### src/rtl/frd_pkg.sv
package frd_pkg;
    // width of a counter able to hold the values 0..w
    function automatic int cnt_width(input int w);
        return $clog2(w + 1);
    endfunction
endpackage

### src/rtl/frd_step.sv
module frd_step #(
    parameter int WIDTH = 32
) (
    input  logic [WIDTH-1:0] rem_i,
    input  logic [WIDTH-1:0] acc_i,
    input  logic [WIDTH-1:0] dvs_i,
    output logic [WIDTH-1:0] rem_o,
    output logic [WIDTH-1:0] acc_o
);
    logic [WIDTH:0]   dbl;
    logic             fits;
    logic [WIDTH-1:0] diff;

    always_comb begin
        dbl   = {rem_i, 1'b0};
        fits  = (dbl >= {1'b0, dvs_i});
        diff  = dbl[WIDTH-1:0] - dvs_i;
        rem_o = fits ? diff : dbl[WIDTH-1:0];
        acc_o = {acc_i[WIDTH-2:0], fits};
    end

    // once a bit is taken, the new remainder is below the divisor
    always_comb begin
        if (fits && (rem_i < dvs_i))
            assert_step_rem_low_R8: assert (rem_o < dvs_i);
    end
endmodule

### src/rtl/frd_ctrl.sv
module frd_ctrl #(
    parameter int CNT_W = 6
) (
    input  logic             clk,
    input  logic             rst_n,
    input  logic             start,
    input  logic [CNT_W-1:0] nbits,
    output logic             load,
    output logic             step,
    output logic             busy,
    output logic             done
);
    typedef struct packed {
        logic             busy;
        logic             done;
        logic [CNT_W-1:0] cnt;
    } ctrl_t;

    ctrl_t st_d, st_q;

    always_comb begin
        st_d      = st_q;
        st_d.done = 1'b0;
        if (st_q.busy) begin
            st_d.cnt = st_q.cnt - 1'b1;
            if (st_q.cnt == CNT_W'(1)) begin
                st_d.busy = 1'b0;
                st_d.done = 1'b1;
            end
        end else if (start) begin
            st_d.cnt = nbits;
            if (nbits == '0) st_d.done = 1'b1;
            else             st_d.busy = 1'b1;
        end
    end

    always_ff @(posedge clk or negedge rst_n) begin
        if (!rst_n) st_q <= '0;
        else        st_q <= st_d;
    end

    assign load = start && !st_q.busy;
    assign step = st_q.busy;
    assign busy = st_q.busy;
    assign done = st_q.done;

    assert_busy_done_excl_R2: assert property (@(posedge clk) disable iff (!rst_n)
        !(st_q.busy && st_q.done));
    assert_busy_cnt_nz_R4: assert property (@(posedge clk) disable iff (!rst_n)
        st_q.busy |-> (st_q.cnt != '0));
    assert_count_down_R4: assert property (@(posedge clk) disable iff (!rst_n)
        st_q.busy |=> (st_q.cnt == $past(st_q.cnt) - 1'b1));
    assert_done_pulse_R5: assert property (@(posedge clk) disable iff (!rst_n)
        st_q.done |=> !st_q.done);
    assert_zero_bits_R6: assert property (@(posedge clk) disable iff (!rst_n)
        (start && !st_q.busy && nbits == '0) |=> (st_q.done && !st_q.busy));
endmodule

### src/rtl/frac_ratio_div.sv
module frac_ratio_div #(
    parameter int WIDTH = 32,
    localparam int CNT_W = frd_pkg::cnt_width(WIDTH)
) (
    input  logic             clk,
    input  logic             rst_n,
    input  logic             start,
    input  logic [WIDTH-1:0] num,
    input  logic [WIDTH-1:0] den,
    input  logic [CNT_W-1:0] nbits,
    output logic [WIDTH-1:0] quot,
    output logic             busy,
    output logic             done
);
    typedef struct packed {
        logic [WIDTH-1:0] rem;
        logic [WIDTH-1:0] dvs;
        logic [WIDTH-1:0] acc;
    } dp_t;

    dp_t              dp_d, dp_q;
    logic             load, step;
    logic [WIDTH-1:0] rem_nx, acc_nx;

    frd_ctrl #(.CNT_W(CNT_W)) u_ctrl (
        .clk   (clk),
        .rst_n (rst_n),
        .start (start),
        .nbits (nbits),
        .load  (load),
        .step  (step),
        .busy  (busy),
        .done  (done)
    );

    frd_step #(.WIDTH(WIDTH)) u_step (
        .rem_i (dp_q.rem),
        .acc_i (dp_q.acc),
        .dvs_i (dp_q.dvs),
        .rem_o (rem_nx),
        .acc_o (acc_nx)
    );

    always_comb begin
        dp_d = dp_q;
        if (load) begin
            dp_d.rem = num;
            dp_d.dvs = den;
            dp_d.acc = '0;
        end else if (step) begin
            dp_d.rem = rem_nx;
            dp_d.acc = acc_nx;
        end
    end

    always_ff @(posedge clk or negedge rst_n) begin
        if (!rst_n) dp_q <= '0;
        else        dp_q <= dp_d;
    end

    assign quot = dp_q.acc;

    // with legal operands the remainder stays below the divisor during a run
    assert_rem_below_den_R8: assert property (@(posedge clk) disable iff (!rst_n)
        busy |-> (dp_q.rem < dp_q.dvs));
    assert_ignore_start_R7: assert property (@(posedge clk) disable iff (!rst_n)
        (busy && start) |=> $stable(dp_q.dvs));
    assert_quot_hold_R5: assert property (@(posedge clk) disable iff (!rst_n)
        (!busy && !start) |=> $stable(quot));
endmodule

### config.mk
export PLATFORM = sky130hd
export DESIGN_NAME = frac_ratio_div
export DESIGN_NICKNAME = d
export VERILOG_FILES = /design/src/rtl/frd_pkg.sv /design/src/rtl/frd_step.sv /design/src/rtl/frd_ctrl.sv /design/src/rtl/frac_ratio_div.sv
export SDC_FILE = /design/constraint.sdc
export NUM_CORES = 1
export LEC_CHECK = 0
export BUFFER_PORTS_ARGS = -buffer_cell sky130_fd_sc_hd__buf_4
export CAP_MARGIN = 25
export CORE_MARGIN = 10
export CORE_UTILIZATION = 40
export DETAILED_ROUTE_END_ITERATION = 16
export SYNTH_ARGS = -nofsm -noshare
export SYNTH_HDL_FRONTEND = slang
export SYNTH_HIERARCHICAL = 1
export SYNTH_SLANG_ARGS = --single-unit
### constraint.sdc
create_clock -name clk -period 4.43 [get_ports clk]
set_input_delay 0.2215 -clock clk [delete_from_list [all_inputs] [get_ports clk]]
set_output_delay 0.2215 -clock clk [all_outputs]
set_load 0.02 [all_outputs]
==> results of run 1 <==
[sequential cells by signal (all words and copies together), names as in the netlist]
| signal | count |
|---|---|
| u_ctrl/st_q | 6 |
| quot | 32 |
| dp_q | 64 |
| u_ctrl/done | 1 |
| u_ctrl/busy | 1 |
[worst min-delay path by stage]
stage | end | slack, ns | cells after the start
final | dp_q[76] | 0.07 | 3
after global routing | dp_q[62] | 0.08 | 2
after CTS | dp_q[94] | 0.06 | 3
after detailed placement | dp_q[94] | 0.43 | 3
after global placement | dp_q[94] | 0.44 | 3
after floorplan | dp_q[32] | -0.07 | 0
[what timing repair did]
item / in CTS / in global routing
endpoints found under the hold margin: 0 / 6
hold buffers: 0 / 1
resized for setup: 0 / 0
[area by class of cell]
cell class | instances | area (um^2)
inverters | 48 | 183
well taps | 229 | 287
clock buffers | 9 | 225
clock inverters | 7 | 60.1
repair buffers | 114 | 878
flip-flops and latches | 104 | 2610
multi-input cells | 488 | 3760
fillers | 1801 | 9960
[worst reg2reg max path: stages, from the launching register on]
cell and delay, ns:
dfrtp_1 0.40, ha_1 0.46, nand4_1 0.22, nor4_1 0.41, nand4_1 0.17, a21o_1 0.20
o311ai_1 0.08, a21oi_1 0.10, o21ai_2 0.15, buf_4 0.32, mux2_1 0.37, mux2i_1 0.16
o21ai_1 0.07
[where the power goes]
group	leakage (nW)	switching, W	internal (W)
Clock	0.143	0.000391	0.000393
Sequential	1.19	0.000369	0.00147
Combinational	2.66	0.00262	0.00242
[per-layer routing]
metal,up-vias,GRT usage (%),part of all wire [%]
li1,2562,-,-
met1,2416,18.9,52
met2,91,18.9,43
met3,11,2.26,3.8
met4,0,4.99,1.5
met5,-,0,0
[cells in the final DEF (no fill, tap or decap), types with 6 or more instances in the layout]
cell type / count
a21o_1: 11
inv_1: 47
a211oi_1: 9
nor2_1: 57
o21bai_1: 6
nand3_1: 8
ha_1: 34
mux2i_1: 66
a21oi_1: 34
dfrtp_1: 103
mux2_1: 24
mux2_4: 22
clkbuf_16: 9
nand4_1: 11
o21ai_1: 28
buf_4: 112
mux2_2: 14
xnor2_1: 18
xor2_1: 8
nand2_1: 51
nor2b_1: 9
o21ai_0: 19
[cells by family (layout without fill, tap and decap cells)]
| group | count (synthesis) | in the layout | synth area share, % |
|---|---|---|---|
| AOI/OAI and AO/OA | 143 | 143 | 12.6 |
| xor gates and xnor gates | 26 | 26 | 3.11 |
| adders and majority gates | 35 | 35 | 6.08 |
| buffers and inverters | 151 | 178 | 13.1 |
| DFF | 104 | 104 | 35.5 |
| muxes | 126 | 126 | 19.4 |
| and+or+nand+nor | 158 | 158 | 10.2 |
[through the flow]
step	hold WS [ns]	cell area (um^2)	total power, W
5_1_grt	0.0753	8000	0.00846
4_1_cts	0.0613	7970	0.00773
6_report	0.0733	8000	0.00766
3_5_place_dp	0.435	7680	0.00688
3_3_place_gp	0.437	7680	0.00683
2_1_floorplan	-0.0741	7330	0.00618
==> out/metrics.yaml, run 1 <==
routing:
  first_pass_iters: 4
  drc: 0
  vias: 5080
  initialDrtViolationCount: 336
  route.antenna.remaining_nets: 0
  detail_route.vias_per_cell: 5.09
  wl_per_cell_um: 15.7
  wl_um: 15700
cts:
  cts_tree: "built"
  cts_root_buffer: "clkbuf_16"
  clk_path_buf_depth: 2
  h-tree-depth: 3
  insertion_delay_ns: 0.36
  path_clk_slew_ns: 0.07
  cts_sinks: 104
  cts_made_buffers: 9
  cts_setup_buffers: 0
global_routing:
  grt_pass1_wl_um: 26500
  antenna_found_initial: 0
  grt.overflow.total: 0
  grt_pass1_vias: 5231
  track_usage_pct: 13.1
  grt_max_degree: 75
die:
  fp.dieArea_um2: 24100
  io_pins: 107
  initial_core_util_pct: 40.8
  die_y_um: 155
  num_rows: 49
  core_um2: 18000
  die_w_um: 155
timing:
  worst_pin_slew_ns: 0.797
  skew_ns: 0.0118
  worst_slack_ns: 1.18
  rsz0062_at_grt: "no"
  finalHoldViolations: 0
  setup_tns_ns: 0
  fmax_mhz: 307
  slew_headroom_pct: 46.9
  setup-violations-final: 0
  drv_slew: 0
  min_period_ns: 3.25
  post-route-period-util_pct: 73.4
place:
  post-place-ws_ns: 1.20
  dpl.cell_count: 981
  port_buffers: 106
  gp_congestion: 0.825
  hpwl_um: 11300
critical_path:
  crit_arrival_ns: 3.47
  r2r_cells: 12
  r2r_setup_slack_ns: 1.18
  path_depth: 12
  crit_slowest_cell: "ha_1"
  start_kind: "flop"
  worstPathMaxFanout: 22
  cpPeakStageDelay_ns: 0.46
  cp-endpoint: "dp_q[69]"
  crit_type: "flop to flop"
  endpoint_kind: "flop"
  crit_start: "dp_q[80]"
  crit_family: "simple AND/OR/NAND/NOR gates"
  crit_chain: "ha_1 -> nand4_1 -> nor4_1 -> nand4_1 -> a21o_1 -> o311ai_1 -> a21oi_1 -> o21ai_2 -> buf_4 -> mux2_1 -> mux2i_1 -> o21ai_1"
  cp_num_buf_inv: 1
  cp_common_cell: "nand4_1"
  rr_startpoint: "dp_q[80]"
  required_ns: 4.64
  r2r_end: "dp_q[69]"
cells_and_area:
  nets: 873
  drive_gt1_share_pct: 23.1
  fin_util_pct: 44.5
  area_delta_synth_final_pct: 9.20
  final_cells: 999
  diodes: 0
yosys:
  synth.top_cell.area_share_pct: 35.5
  synthTopCellsByCount: "dfrtp_1 (104), buf_4 (70), mux2i_1 (66), nor2_1 (57), nand2_1 (51)"
  syn_inst: 743
  synth_most_common_cell: "dfrtp_1"
  async_reset_ff_share_pct: 100
  synth.largest_area_cell: "dfrtp_1"
  synthesis.area_um2: 7330
  syn_avg_cell_area_um2: 9.86
  ys.flop_type: "dfrtp_1"
  syn-num-nets: 851
  synth-seq-area-share_pct: 35.5
  yosysWarnings: 6
  synthTopCellsByArea: "dfrtp_1 (36%), mux2i_1 (9.0%), buf_4 (7.2%), ha_1 (5.8%), mux2_4 (4.5%)"
  synth.ff_latch_count: 104
  synth_edf_count: 0
  synth.distinct_cells: 62
pwr:
  power_per_cell_area_nw_per_um2: 957
  irDropWorstVdd_mv: 0.333
  p_leak_nw: 3.99
hold_path:
  hold_path_class: "input pin to flop"
  min_from: "num[12]"
outcome:
  outcome: "finished, final reports clean"
job:
  maxCapViolCount: 0
No activity file was read; power rests on OpenSTA's default activity.
==> run 2, diff against run 1 <==
==> constraint.sdc (replaced) <==
create_clock -name clk -period 3.3 [get_ports clk]
set_input_delay 0.165 -clock clk [delete_from_list [all_inputs] [get_ports clk]]
set_output_delay 0.165 -clock clk [all_outputs]
set_load 0.02 [all_outputs]
==> out/metrics.yaml, run 2 (synthesis results as in run 1) <==
outcome:
  outcome: "finished, final reports clean"
critical_path:
  crit_slowest_cell: "fa_1"
  crit_type: "flop to flop"
  r2r_end: "dp_q[90]"
  r2r_cells: 12  # unchanged
  rr_startpoint: "dp_q[64]"
  cpPeakStageDelay_ns: 0.47  # about the same
  start_kind: "flop"
  crit_chain: "inv_1 -> fa_1 -> nor2b_2 -> o31ai_2 -> a21oi_4 -> a21oi_2 -> o31a_1 -> o2111a_1 -> or3_1 -> mux2_4 -> mux2i_1 -> o21ai_1"
  crit_arrival_ns: 3.33  # -0.14 ns
  required_ns: 3.54  # -1.10 ns
  endpoint_kind: "flop"
  crit_start: "dp_q[64]"
  cp-endpoint: "dp_q[90]"
  worstPathMaxFanout: 5  # -77%
  r2r_setup_slack_ns: 0.20  # -0.97 ns
global_routing:
  grt.overflow.total: 0  # unchanged
  grt_busiest_layer: "met2"
  grt_pass1_wl_um: 26900  # +1.5%
  globalRouteMet2Util_pct: 19.6  # +0.67 points
  antenna_found_initial: 0  # unchanged
  grt_pass1_vias: 5308  # +1.5%
  use_met3_pct: 2.29  # +0.028 points
  track_usage_pct: 13.3  # +0.24 points
  use_met1_pct: 19.0  # +0.066 points
  grt_max_degree: 69  # -8.0%
timing:
  min_period_ns: 3.10  # -0.155 ns
  post-route-period-util_pct: 93.9  # +20 points
  worst_slack_ns: 0.202  # -0.975 ns
  slew_headroom_pct: 39.5  # -7.4 points
  worst_pin_slew_ns: 0.908  # +0.111 ns
  fmax_mhz: 323  # +5.0%
  setup-violations-final: 0  # unchanged
  skew_ns: 0.0110  # -0.000850 ns
  hold_ws_ns: 0.0195  # -0.0537 ns
  rsz0062_at_grt: "no"
  drv_slew: 0  # unchanged
  setup_tns_ns: 0  # unchanged
  finalHoldViolations: 0  # unchanged
cells_and_area:
  area_delta_synth_final_pct: 11.7
  drive_gt1_share_pct: 24.9  # +1.8 points
  final_common_cell: "buf_4"
  diodes: 0  # unchanged
  regMostFlops: "dp_q"
  nets: 891  # +2.1%
  final_cell_mix: "buf_4 (127), dfrtp_1 (103), mux2i_1 (66)"
  largest_reg_flops: 64  # unchanged
  final_cell_area_um2: 8190  # +2.3%
pwr:
  power_per_cell_area_nw_per_um2: 1300  # +36%
  p_comb_share_pct: 66.5  # +0.8 points
  pwr-share-seq_pct: 23.0  # -1.0 points
  p_clk_share_pct: 10.5  # +0.3 points
  p_int_w: 0.00606  # +42%
  irDropWorstVdd_mv: 0.434  # +30%
  p_leak_nw: 4.09  # +2.5%
  swShare_pct: 43.3  # -0.83 points
  netSwitchingPower_w: 0.00463  # +37%
cts:
  cts_tree: "built"
  clk_path_buf_depth: 2  # unchanged
  cts_sinks: 104  # unchanged
  insertion_delay_ns: 0.36  # about the same
  path_clk_slew_ns: 0.07  # about the same
  cts_root_buffer: "clkbuf_16"
  cts_made_buffers: 9  # unchanged
  h-tree-depth: 3  # unchanged
die:
  core_um2: 18000  # unchanged
  num_rows: 49  # unchanged
  fp.dieArea_um2: 24100  # unchanged
  io_pins: 107  # unchanged
  die_y_um: 155  # unchanged
  die_w_um: 155  # unchanged
  initial_core_util_pct: 40.8  # unchanged
routing:
  route.antenna.remaining_nets: 0  # unchanged
  drc: 0  # unchanged
  wl_um: 16000  # +1.8%
  initialDrtViolationCount: 321  # -4.5%
  first_pass_iters: 4  # unchanged
  wl_per_cell_um: 15.7  # about the same
  detail_route.vias_per_cell: 5.01  # -1.4%
  vias: 5098  # +0.35%
hold_path:
  hold_path_class: "input pin to flop"
place:
  post-place-ws_ns: 0.178  # -1.02 ns
  port_buffers: 106  # unchanged
  gp_congestion: 0.861  # +4.3%
  hpwl_um: 11800  # +4.3%
  placed_cell_area_um2: 7840  # +2.1%
job:
  maxCapViolCount: 0  # unchanged
==> run 2: power by group through the flow <==
| stage | Combinational (W) | Clock, W | Sequential (W) |
|---|---|---|---|
| CTS | 0.00708 | 0.00117 | 0.00247 |
| global route | 0.00796 | 0.00121 | 0.00256 |
| finish | 0.00710 | 0.00112 | 0.00246 |
| floorplan | 0.00596 | 0 | 0.00234 |
| global placement | 0.00697 | 0 | 0.00246 |
| detailed placement | 0.00703 | 0 | 0.00248 |
==> run 2: worst min path at each step <==
| stage | end | from | depth (start not counted) |
|---|---|---|---|
| 2_1_floorplan | dp_q[32] | rst_n | 0 |
| 3_3_place_gp | dp_q[40] | rst_n | 1 |
| 3_5_place_dp | dp_q[71] | rst_n | 1 |
| 4_1_cts | dp_q[66] | num[2] | 3 |
| 5_1_grt | dp_q[91] | num[27] | 3 |
| 6_report | dp_q[66] | num[2] | 3 |
==> run 2: final cells by class <==
type | instances | area [um^2]
repair buffers | 132 | 1030
clock buffers | 10 | 229
inverters | 48 | 183
multi-input cells | 488 | 3770
fillers | 1798 | 9780
flip-flops and latches | 104 | 2610
clock inverters | 6 | 76.3
well taps | 229 | 287
==> run 2: layer usage <==
metal | up-vias | routed length, um
li1 | 2593 | -
met1 | 2394 | 8240
met2 | 96 | 6960
met3 | 15 | 519
met4 | 0 | 247
met5 | - | 0
==> run 2: worst max-delay path: cells and delay by family, from the launching register on <==
family	cells	cell delay [ns]
multiplexers	2	0.39
adder cells (fa/ha/maj)	1	0.47
AND/OR/NAND/NOR	2	0.53
buffers and inverters	1	0.08
flip-flops	1	0.38
AO/OA/AOI/OAI	6	1.13
==> run 2: repair_timing <==
item / 4_1_cts / 5_1_grt
endpoints found under the setup margin: 0 / 26
hold endpoints to repair: 68 / 0
setup buffers: 0 / 2
hold buffers: 2 / 0
resized for setup: 0 / 2
==> run 2: through the flow <==
stage               power [W]  std cells  utilization [%]
floorplan             0.00829        743                -
global placement      0.00943        997             43.6
detailed placement    0.00951        997             43.6
CTS                    0.0107       1015             45.4
global route           0.0117       1017             45.6
finish                 0.0107       1017             45.6
